[src/rtl/gec_pkg.sv]
package gec_pkg;
   // Saturating increment: returns the value plus one, held at all-ones.
   function automatic logic [31:0] sat_inc(input logic [31:0] val, input logic [31:0] max_val);
      return (val >= max_val) ? max_val : val + 32'd1;
   endfunction
endpackage

[src/rtl/gec_sync.sv]
module gec_sync #(
   parameter int STAGES = 2
) (
   input  logic clk,
   input  logic rst_n,
   input  logic din,
   output logic dout
);
   logic [STAGES-1:0] chain_q;

   if (STAGES < 2) begin : g_bad_stages
      $error("gec_sync: STAGES must be at least 2");
   end

   for (genvar g = 0; g < STAGES; g++) begin : g_stage
      if (g == 0) begin : g_first
         always_ff @(posedge clk or negedge rst_n) begin
            if (!rst_n) chain_q[0] <= 1'b0;
            else        chain_q[0] <= din;
         end
      end else begin : g_next
         always_ff @(posedge clk or negedge rst_n) begin
            if (!rst_n) chain_q[g] <= 1'b0;
            else        chain_q[g] <= chain_q[g-1];
         end
      end
   end

   assign dout = chain_q[STAGES-1];
endmodule

[src/rtl/gec_glitch_filter.sv]
module gec_glitch_filter #(
   parameter int FLT_W = 10
) (
   input  logic             clk,
   input  logic             rst_n,
   input  logic             din,
   input  logic [FLT_W-1:0] len,
   output logic             dout
);
   localparam logic [FLT_W-1:0] ONE = FLT_W'(1);

   logic [FLT_W-1:0] run_q;
   logic             lvl_q;
   logic             bypass;

   assign bypass = (len == '0);

   always_ff @(posedge clk or negedge rst_n) begin
      if (!rst_n) begin
         run_q <= '0;
         lvl_q <= 1'b0;
      end else if (bypass) begin
         run_q <= '0;
         lvl_q <= din;
      end else if (din == lvl_q) begin
         run_q <= '0;
      end else if (run_q == len - ONE) begin
         run_q <= '0;
         lvl_q <= din;
      end else begin
         run_q <= run_q + ONE;
      end
   end

   assign dout = bypass ? din : lvl_q;

   // an input that agrees with the held level never moves it
   a_r5_hold_when_equal: assert property (@(posedge clk) disable iff (!rst_n)
      (!bypass && din == lvl_q) |=> $stable(lvl_q));
   // a disagreement shorter than the length leaves the level unchanged
   a_r5_hold_short_pulse: assert property (@(posedge clk) disable iff (!rst_n)
      (!bypass && din != lvl_q && run_q != len - ONE) |=> $stable(lvl_q));
endmodule

[src/rtl/gec_window_counter.sv]
module gec_window_counter
   import gec_pkg::*;
#(
   parameter int CNT_W = 16
) (
   input  logic             clk,
   input  logic             rst_n,
   input  logic             lvl_i,
   input  logic             gate_i,
   output logic [CNT_W-1:0] count_o,
   output logic             valid_o,
   output logic             ovf_o
);
   localparam logic [CNT_W-1:0] CNT_MAX = {CNT_W{1'b1}};

   logic             prev_q;
   logic             gate_q;
   logic [CNT_W-1:0] run_q;
   logic             ovf_q;
   logic             toggle;
   logic             win_open;
   logic             win_close;
   logic [CNT_W-1:0] run_inc;

   assign toggle    = lvl_i ^ prev_q;
   assign win_open  = gate_i & ~gate_q;
   assign win_close = ~gate_i & gate_q;
   assign run_inc   = CNT_W'(sat_inc(32'(run_q), 32'(CNT_MAX)));

   always_ff @(posedge clk or negedge rst_n) begin
      if (!rst_n) begin
         prev_q  <= 1'b0;
         gate_q  <= 1'b0;
         run_q   <= '0;
         ovf_q   <= 1'b0;
         count_o <= '0;
         valid_o <= 1'b0;
      end else begin
         prev_q  <= lvl_i;
         gate_q  <= gate_i;
         valid_o <= 1'b0;
         if (win_open) begin
            run_q <= toggle ? CNT_W'(1) : '0;
            ovf_q <= 1'b0;
         end else if (gate_i) begin
            if (toggle) begin
               if (run_q == CNT_MAX) ovf_q <= 1'b1;
               run_q <= run_inc;
            end
         end else if (win_close) begin
            count_o <= run_q;
            valid_o <= 1'b1;
            run_q   <= '0;
         end
      end
   end

   assign ovf_o = ovf_q;

   // running count frozen outside a window
   a_r3_frozen_when_closed: assert property (@(posedge clk) disable iff (!rst_n)
      (!gate_i && !gate_q) |=> $stable(run_q));
   // within a window the count never falls (saturation, no wrap)
   a_r7_no_wrap: assert property (@(posedge clk) disable iff (!rst_n)
      (gate_i && gate_q) |=> (run_q >= $past(run_q)));
   // overflow flag sticky until a window opens
   a_r8_ovf_sticky: assert property (@(posedge clk) disable iff (!rst_n)
      (ovf_q && !win_open) |=> ovf_q);
   // strobe lasts a single cycle
   a_r4_single_strobe: assert property (@(posedge clk) disable iff (!rst_n)
      valid_o |=> !valid_o);
endmodule

[src/rtl/gated_edge_counter.sv]
module gated_edge_counter #(
   parameter int CNT_W       = 16,
   parameter int FLT_W       = 10,
   parameter int SYNC_STAGES = 2
) (
   input  logic             clk,
   input  logic             rst_n,
   input  logic             sig_async,
   input  logic             gate_in,
   input  logic [FLT_W-1:0] flt_len,
   output logic [CNT_W-1:0] cnt_out,
   output logic             cnt_vld,
   output logic             cnt_ovf
);
   if (CNT_W < 2) begin : g_bad_cnt
      $error("gated_edge_counter: CNT_W must be at least 2");
   end
   if (FLT_W < 1 || FLT_W > 31) begin : g_bad_flt
      $error("gated_edge_counter: FLT_W out of range");
   end

   logic sig_sync;
   logic sig_clean;

   gec_sync #(.STAGES(SYNC_STAGES)) u_sync (
      .clk  (clk),
      .rst_n(rst_n),
      .din  (sig_async),
      .dout (sig_sync)
   );

   gec_glitch_filter #(.FLT_W(FLT_W)) u_filter (
      .clk  (clk),
      .rst_n(rst_n),
      .din  (sig_sync),
      .len  (flt_len),
      .dout (sig_clean)
   );

   gec_window_counter #(.CNT_W(CNT_W)) u_count (
      .clk    (clk),
      .rst_n  (rst_n),
      .lvl_i  (sig_clean),
      .gate_i (gate_in),
      .count_o(cnt_out),
      .valid_o(cnt_vld),
      .ovf_o  (cnt_ovf)
   );

   // the reported count moves only with its strobe
   a_r9_out_only_on_strobe: assert property (@(posedge clk) disable iff (!rst_n)
      !cnt_vld |-> $stable(cnt_out));
endmodule

[config.mk]
export PLATFORM = sky130hd
export DESIGN_NAME = gated_edge_counter
export DESIGN_NICKNAME = d
export VERILOG_FILES = /design/src/rtl/gec_pkg.sv /design/src/rtl/gec_sync.sv /design/src/rtl/gec_glitch_filter.sv /design/src/rtl/gec_window_counter.sv /design/src/rtl/gated_edge_counter.sv
export SDC_FILE = /design/constraint.sdc
export NUM_CORES = 1
export LEC_CHECK = 0
export ABC_AREA = 1
export BUFFER_PORTS_ARGS = -buffer_cell sky130_fd_sc_hd__buf_2
export CORE_MARGIN = 4
export CORE_UTILIZATION = 32
export DETAILED_ROUTE_END_ITERATION = 10
export SYNTH_ARGS = -nofsm -noshare
export SYNTH_HDL_FRONTEND = slang
export SYNTH_SLANG_ARGS = --single-unit
[constraint.sdc]
create_clock -name clk -period 1.6 [get_ports clk]
set_input_delay 0.16 -clock clk [delete_from_list [all_inputs] [get_ports clk]]
set_output_delay 0.16 -clock clk [all_outputs]
set_load 0.05 [all_outputs]
==> results.json, run 1 <==
{
  "clock_latency_ps": 300,
  "cp_max_fo": 6,
  "routed_wl_mm": 6.75,
  "rows": 34,
  "gp_congestion": 0.918,
  "critPathLaunchType": "flop",
  "yosysWarnings": 0,
  "synthCells": 388,
  "grt_max_degree": 50,
  "grt.overflow.total": 0,
  "cap_viol_max_count": 0,
  "track_usage_pct": 12.7,
  "drc": 0,
  "fin_crit_ps": 1540,
  "synthDistinctLibCells": 32,
  "portBuffers": 31,
  "synth_compound_area_share_pct": 5.41,
  "cts_sinks": 49,
  "boundaryPins": 32,
  "cts_tree": "built",
  "nets": 463,
  "r2r_slack_ps": 60,
  "yosysTopAreaCell": "dfrtp_1",
  "firstDrtPassIters": 4,
  "ys_seq_elements": 49,
  "grt_use_met3_pct": 1.61,
  "clkTransAtPathRegs_ps": 100,
  "synth_top_family_by_area": "simple AND/OR/NAND/NOR gates",
  "post-route-period-util_pct": 96.2,
  "viasPerCell": 4.66,
  "syn_to_final_growth_pct": 22.4,
  "drive_above_1_share_pct": 22.9,
  "antenna_cells": 0,
  "ant_nets": 0,
  "final_hold_viol_count": 0,
  "antenna_found_initial": 0,
  "dieArea_um2": 10700,
  "powerDensity_nw_per_um2": 676,
  "rsz0062_at_grt": "yes",
  "fin_skew_ps": 14.1,
  "setup_viol": 0,
  "avgSynthCellArea_um2": 7.51,
  "fin_setup_tns_ps": 0,
  "synth-simple-area-share_pct": 36.7,
  "grt_pass1_wl_mm": 11.0,
  "cts_max_level": 2,
  "synthArstFlopShare_pct": 100,
  "synth-edff-count": 0,
  "grt_use_met2_pct": 19.5,
  "leakagePower_nw": 1.79,
  "tightest_slew_ps": 430,
  "grt_pass1_vias": 2330,
  "synth.area.mux_share_pct": 0,
  "wl_per_cell_um": 12.2,
  "drtIter0Drc": 152,
  "busiest_layer": "met2",
  "final_cell_area_um2": 3570,
  "slew_viol_final": 0,
  "coreArea_um2": 8810,
  "outcome": "complete, no violations",
  "synth.area.top_cells": "dfrtp_1 42%, nand2_1 14%, nand3_1 6.4%",
  "synthAdderAreaFrac_pct": 1.72,
  "clockRootBuffer": "clkbuf_8",
  "netlist_area_um2": 2920,
  "placed_area_um2": 3340,
  "power_mw": 2.41,
  "die_h_um": 103,
  "cts_buffer_depth": 2,
  "max_slew_margin_pct": 71.2,
  "synth-xor-area-share_pct": 6.31,
  "start_util_pct": 33.1,
  "post-route-util_pct": 40.5,
  "yosysSeqAreaShare_pct": 42.1,
  "hold_ws_ps": 73.2,
  "arrival_ps": 1770,
  "max_freq_mhz": 650,
  "die_w_um": 103,
  "fillCellCount": 874,
  "top_regs": "u_count.count_o (16), u_count.run_q (16), u_filter.run_q (10)",
  "syn_nets": 406,
  "criticalPathCategory": "reg -> reg",
  "numCtsBuffers": 5,
  "cp-end-kind": "flop",
  "required_ps": 1830,
  "yosys.area.top_type_share_pct": 42.1,
  "hold_path_class": "in -> reg",
  "num_vias": 2583,
  "irDropWorstVdd_uv": 326,
  "use_met1_pct": 18.8,
  "dp_hpwl_mm": 5.08,
  "synth_top_flop_cell": "dfrtp_1"
}
-- cell usage after synthesis, types with 3 or more instances --
cell type    n
nand3_1     37
xor2_1      14
nand3_2      6
nor2_1      37
dfrtp_1     49
nor3_1       7
inv_1       45
o21ai_1      6
o21ai_0     21
nand4_1     10
ha_1         4
clkbuf_1     3
nor2_2       4
xnor2_1      7
nand2_1    111
a21oi_1      3
inv_2        3
-- cell usage in the layout, fill, tap and decap left out, types with 2 or more instances in the layout --
master and instances:
a21oi_1 2, buf_2 31, buf_4 23, clkbuf_8 5, dfrtp_1 46, dfrtp_2 3, dlygate4sd3_1 2, ha_1 3
inv_1 45, inv_2 3, nand2_1 111, nand2_2 2, nand3_1 36, nand3_2 4, nand3_4 5, nand3b_1 2
nand4_1 10, nor2_1 34, nor2_2 6, nor2_4 3, nor3_1 4, nor3_2 4, nor3_4 2, o21ai_0 21
o21ai_1 6, or2_2 2, xnor2_1 6, xor2_1 14
-- layout make-up --
type,count,area [um2],share of cell area (%)
clock buffers,6,72.6,2.03
clock inverters,2,13.8,0.386
inverters,48,180,5.05
multi-input cells,284,1570,44.0
flip-flops and latches,49,1230,34.5
well taps,108,135,3.79
repair buffers,57,368,10.3
-- where the power goes --
group,switching (mW),internal [mW]
sequential,0.0339,1.27
combinational,0.235,0.137
clock,0.426,0.313
total,0.695,1.72
-- final timing paths --
kind                                         from            endpoint  depth (start not counted)
max in group asynchronous                   rst_n    u_count.run_q[3]                          3
worst min-delay path                      gate_in      u_count.gate_q                          1
worst min register to register  u_sync.chain_q[0]         u_sync.dout                          0
worst max-delay path             u_count.run_q[0]   u_count.run_q[13]                          8
min in group asynchronous                   rst_n  u_count.count_o[6]                          3
worst max register to register   u_count.run_q[0]   u_count.run_q[13]                          8
-- metrics by stage --
stage,setup slack (ps),std cells
floorplan,161,388
global placement,-130,541
detailed placement,-177,541
CTS,3.70,551
global route,-39.3,554
finish,61.1,554
-- kinds of logic after synthesis --
logic type	count (synthesis)
and+or+nand+nor	227
buffers and inverters	56
DFF	49
AOI/OAI and AO/OA	31
xor gates and xnor gates	21
adders and majority gates	4
-- repair_timing --
item | CTS | global route
gates cloned | 0 | 1
hold buffers | 2 | 0
setup endpoints to repair | 2 | 22
pin swaps | 0 | 1
hold endpoints to repair | 50 | 0
buffers inserted | 0 | 2
resized for setup | 2 | 19
-- metal layers --
metal | part of all wire [%] | wire length, um
met5 | 0 | 0
met4 | 1.1 | 76
met3 | 2.5 | 169
met2 | 46 | 3120
met1 | 50 | 3380
-- worst max-delay path, cell delays in order (launching register included) --
cell     delay [ps]
dfrtp_1         430
ha_4            190
nand3_4         100
nor3_2          170
nand3_1         120
buf_4           180
nand3_1          90
nand4_1          90
o21ai_1         100
Note: power is estimated with default switching activity, not from simulation.
==> run 2, diff against run 1 <==
--- a/config.mk
+++ b/config.mk
@@ -6,10 +6,11 @@
 export NUM_CORES = 1
 export LEC_CHECK = 0
 export ABC_AREA = 1
-export BUFFER_PORTS_ARGS = -buffer_cell sky130_fd_sc_hd__buf_2
 export CORE_MARGIN = 4
 export CORE_UTILIZATION = 32
 export DETAILED_ROUTE_END_ITERATION = 10
+export DONT_BUFFER_PORTS = 1
+export GPL_TIMING_DRIVEN = 0
 export SYNTH_ARGS = -nofsm -noshare
 export SYNTH_HDL_FRONTEND = slang
 export SYNTH_SLANG_ARGS = --single-unit
==> results.json, run 2 (synthesized netlist as in run 1, its figures left out) <==
{
  "nets": 427,
  "max_freq_mhz": 642,
  "cts_sinks": 49,
  "grt_max_degree": 50,
  "clkTransAtPathRegs_ps": 90,
  "rsz0062_at_grt": "yes",
  "syn_to_final_growth_pct": 17.9,
  "fin_crit_ps": 1560,
  "ant_nets": 0,
  "drtIter0Drc": 121,
  "clock_latency_ps": 300,
  "num_vias": 2489,
  "critPathLaunchType": "flop",
  "tightest_slew_ps": 492,
  "worst_r2r_endpoint": "u_count.run_q[11]",
  "grt.overflow.total": 0,
  "whs_path_depth": 2,
  "ff2ff_path_depth": 8,
  "grt_pass1_vias": 2261,
  "required_ps": 1830,
  "numCtsBuffers": 5,
  "fin_skew_ps": 12.1,
  "leakagePower_nw": 1.68,
  "routed_wl_mm": 6.68,
  "arrival_ps": 1790,
  "powerDensity_nw_per_um2": 710,
  "track_usage_pct": 12.8,
  "rows": 34,
  "coreArea_um2": 8810,
  "cts_tree": "built",
  "irDropWorstVdd_uv": 319,
  "post-route-util_pct": 39.0,
  "antenna_cells": 0,
  "hold_end": "u_count.valid_o",
  "clockRootBuffer": "clkbuf_8",
  "layout_commonest_cell": "nand2_1",
  "slew_viol_final": 0,
  "viasPerCell": 4.81,
  "cp-end-kind": "flop",
  "cts_buffer_depth": 2,
  "final_cell_mix": "111 x nand2_1, 46 x dfrtp_1, 44 x inv_1",
  "setup_viol": 0,
  "boundaryPins": 32,
  "wl_per_cell_um": 12.9,
  "drive_above_1_share_pct": 15.9,
  "cp_max_fo": 5,
  "gp_congestion": 0.852,
  "antenna_found_initial": 0,
  "hold_ws_ps": 137,
  "drc": 0,
  "r2r_slack_ps": 40,
  "outcome": "complete, no violations",
  "dieArea_um2": 10700,
  "firstDrtPassIters": 4,
  "max_slew_margin_pct": 67.2,
  "post-route-period-util_pct": 97.4,
  "portBuffers": 0,
  "cap_viol_max_count": 0,
  "grt_pass1_wl_mm": 11.0,
  "final_hold_viol_count": 0,
  "top_regs": "u_count.count_o (16), u_count.run_q (16), u_filter.run_q (10)",
  "r2r-start": "u_count.run_q[0]",
  "criticalPathCategory": "reg -> reg",
  "cts_max_level": 2,
  "die_w_um": 103,
  "fillCellCount": 870,
  "start_util_pct": 33.1,
  "worstHoldStart": "gate_in",
  "hold_path_class": "in -> reg",
  "dp_hpwl_mm": 4.86,
  "die_h_um": 103
}
==> run 2: stage by stage <==
stage          instance area [um2]  setup slack [ps]  cells  total power [mW]  setup TNS [ps]
2_1_floorplan                 2920               161    388              1.53               0
3_3_place_gp                  3050              -143    496              1.58           -1250
3_5_place_dp                  3050              -173    496              1.59           -1850
4_1_cts                       3290             0.319    509              2.46               0
5_1_grt                       3440             -41.1    518              2.58            -141
6_report                      3440              42.0    518              2.44               0
==> run 2: report_power, final <==
group	internal, mW	total (mW)	switching, mW
Sequential	1.27	1.33	0.0585
Combinational	0.110	0.295	0.185
Clock	0.400	0.815	0.415
Total	1.78	2.44	0.659
==> run 2: what timing repair did <==
| action | 4_1_cts | 5_1_grt |
|---|---|---|
| pin swaps | 1 | 3 |
| hold buffers | 4 | 0 |
| buffers inserted | 1 | 8 |
| hold endpoints to repair | 51 | 0 |
| setup endpoints to repair | 25 | 40 |
| gates cloned | 0 | 1 |
| resized for setup | 14 | 22 |
==> run 2: final cells by class <==
cell class	instances	area (um2)	share of cell area, %
timing repair buffer	14	140	4.08
inverter	48	180	5.24
sequential	49	1230	35.8
clock inverter	1	8.76	0.255
tap	108	135	3.93
multi-input combinational	283	1590	46.2
buffer	8	58.8	1.71
clock buffer	7	96.3	2.80
==> run 2: how the worst max path moves through the flow <==
stage | from | end | slack [ps] | cells after the start
6_report | u_count.run_q[0] | u_count.run_q[11] | 40 | 8
2_1_floorplan | u_count.run_q[0] | u_count.run_q[10] | 160 | 8
3_5_place_dp | u_count.run_q[1] | u_count.run_q[10] | -170 | 8
5_1_grt | u_count.run_q[1] | u_count.run_q[11] | -40 | 8
3_3_place_gp | u_count.run_q[0] | u_count.run_q[10] | -140 | 8
4_1_cts | u_count.run_q[2] | u_count.run_q[9] | 0.3 | 7
==> run 2: routing by layer <==
layer	part of all wire (%)	vias to the layer above	global-route usage (%)	routed length, um
met2	48	47	20.2	3210
li1	-	1280	-	-
met1	48	1158	18.5	3200
met3	3.4	4	1.68	230
met4	0.75	0	2.99	50
met5	0	-	0	0
==> run 2: critical path: stages, from the launching register on <==
cell and delay (ps):
dfrtp_2 430, ha_4 170, nand3_4 110, nor3_4 240
nand3_4 140, buf_4 170, nand3_1 70, nand4_1 80
o21ai_0 80
==> run 3, diff against run 2 <==
--- a/config.mk
+++ b/config.mk
@@ -11,6 +11,7 @@
 export DETAILED_ROUTE_END_ITERATION = 10
 export DONT_BUFFER_PORTS = 1
 export GPL_TIMING_DRIVEN = 0
+export SETUP_SLACK_MARGIN = 0.05
 export SYNTH_ARGS = -nofsm -noshare
 export SYNTH_HDL_FRONTEND = slang
 export SYNTH_SLANG_ARGS = --single-unit
==> results.json, run 3 (synthesized netlist as in run 1, its figures left out) <==
{
  "boundaryPins": 32,
  "syn_to_final_growth_pct": 19.8,
  "cts_tree": "built",
  "die_h_um": 103,
  "leakagePower_nw": 1.71,
  "nets": 430,
  "post-route-period-util_pct": 95.1,
  "numCtsBuffers": 5,
  "required_ps": 1830,
  "dp_hpwl_mm": 4.86,
  "max_slew_margin_pct": 67.2,
  "wl_per_cell_um": 12.9,
  "powerDensity_nw_per_um2": 701,
  "switching_share_pct": 27.0,
  "combinationalPowerShare_pct": 12.7,
  "clkTransAtPathRegs_ps": 90,
  "tightest_slew_ps": 492,
  "rsz0062_at_grt": "yes",
  "portBuffers": 0,
  "regArea_um2": 1230,
  "grt_pass1_vias": 2268,
  "clock_latency_ps": 300,
  "criticalPathCategory": "reg -> reg",
  "die_w_um": 103,
  "layout.cells.non_filler": 521,
  "fin_setup_tns_ps": 0,
  "fin_skew_ps": 12.7,
  "antenna_cells": 0,
  "drc": 0,
  "outcome": "complete, no violations",
  "critPathLaunchType": "flop",
  "clockRootBuffer": "clkbuf_8",
  "cts_sinks": 49,
  "routed_wl_mm": 6.71,
  "coreArea_um2": 8810,
  "fillCellCount": 865,
  "grt.overflow.total": 0,
  "cp.buffers_inverters": 1,
  "dieArea_um2": 10700,
  "cp.depth": 8,
  "cp-end-kind": "flop",
  "antenna_found_initial": 0,
  "final_hold_viol_count": 0,
  "fin_crit_ps": 1520,
  "cp_cell_sequence": "ha_4 -> nand3_4 -> nor3_4 -> nand3_2 -> buf_6 -> nand3_1 -> nand4_1 -> o21ai_0",
  "final_cell_mix": "110 x nand2_1, 45 x dfrtp_1, 44 x inv_1",
  "timing.critical_path.slowest_stage_cell": "dfrtp_1",
  "irDropWorstVdd_uv": 328,
  "multi_input_area_um2": 1630,
  "layout_commonest_cell": "nand2_1",
  "max_freq_mhz": 657,
  "slew_viol_final": 0,
  "ff2ff_path_depth": 8,
  "hold_path_class": "in -> reg",
  "arrival_ps": 1750,
  "track_usage_pct": 12.8,
  "firstDrtPassIters": 5,
  "start_util_pct": 33.1,
  "placed_cells": 496,
  "num_vias": 2518,
  "cts_buffer_depth": 2,
  "setup_viol": 0,
  "grt_max_degree": 50,
  "critPathTopFamily": "simple AND/OR/NAND/NOR gates",
  "switchingPower_mw": 0.662,
  "top_regs": "u_count.count_o (16), u_count.run_q (16), u_filter.run_q (10)",
  "ant_nets": 0,
  "seqPwrFrac_pct": 54.2,
  "grt_pass1_wl_mm": 11.0,
  "gp_congestion": 0.852,
  "rows": 34,
  "drtIter0Drc": 184,
  "internal_power_mw": 1.79,
  "drive_above_1_share_pct": 18.6,
  "clock_power_share_pct": 33.2,
  "whs_path_depth": 4,
  "slowest_delay_ps": 410,
  "cts_max_level": 2,
  "cap_viol_max_count": 0,
  "cp_max_fo": 4,
  "viasPerCell": 4.83
}
[run 3: power by group through the flow]
stage                     clock network [mW]  logic (mW)  registers (mW)
after detailed placement                   0       0.238            1.35
after global placement                     0       0.230            1.35
final                                  0.813       0.310            1.33
after floorplan                            0       0.192            1.34
after CTS                              0.852       0.295            1.33
after global routing                   0.904       0.356            1.33
[run 3: path summary, 6_finish.rpt]
check	from	endpoint	slack, ps
setup / recovery	u_count.run_q[0]	u_count.run_q[11]	80
hold / removal	flt_len[8]	u_count.prev_q	150
setup reg to reg	u_count.run_q[0]	u_count.run_q[11]	80
hold reg to reg	u_sync.chain_q[0]	u_sync.dout	360
max in group asynchronous	rst_n	u_filter.run_q[2]	980
min in group asynchronous	rst_n	u_count.run_q[10]	400
[run 3: area by class of cell]
type                    instances  area share, %
plain buffers                   8           1.72
clock inverters                 1          0.251
flip-flops and latches         49           35.2
multi-input cells             284           46.6
repair buffers                 16           4.44
clock buffers                   7           2.76
inverters                      48           5.16
well taps                     108           3.87
[run 3: tightest hold or removal path, cell delays in order]
cell and delay, ps:
nor2_1 20, nand4_1 80, nand2_1 90, nand2_1 70
[run 3: metrics by stage]
stage	power [mW]	util, %	setup WS (ps)	instance area (um2)	hold slack [ps]
after detailed placement	1.59	34.6	-173	3050	-135
final	2.45	39.7	79.0	3490	155
after floorplan	1.53	-	161	2920	-136
after global routing	2.59	39.7	-17.8	3490	183
after CTS	2.47	37.7	62.7	3320	127
after global placement	1.58	34.6	-143	3050	-135
[run 3: metal layers]
metal	routed length [um]	part of all wire, %	track usage [%]
met3	282	4.2	1.68
met4	56	0.84	2.99
met2	3130	47	20.4
met5	0	0	0
met1	3230	48	18.5
[run 3: what timing repair did]
action,4_1_cts,5_1_grt
gates resized for setup,17,32
cloned,0,2
hold endpoints to repair,51,0
setup buffers,3,8
pin swaps,1,8
hold buffers,4,0
endpoints found under the setup margin,32,36
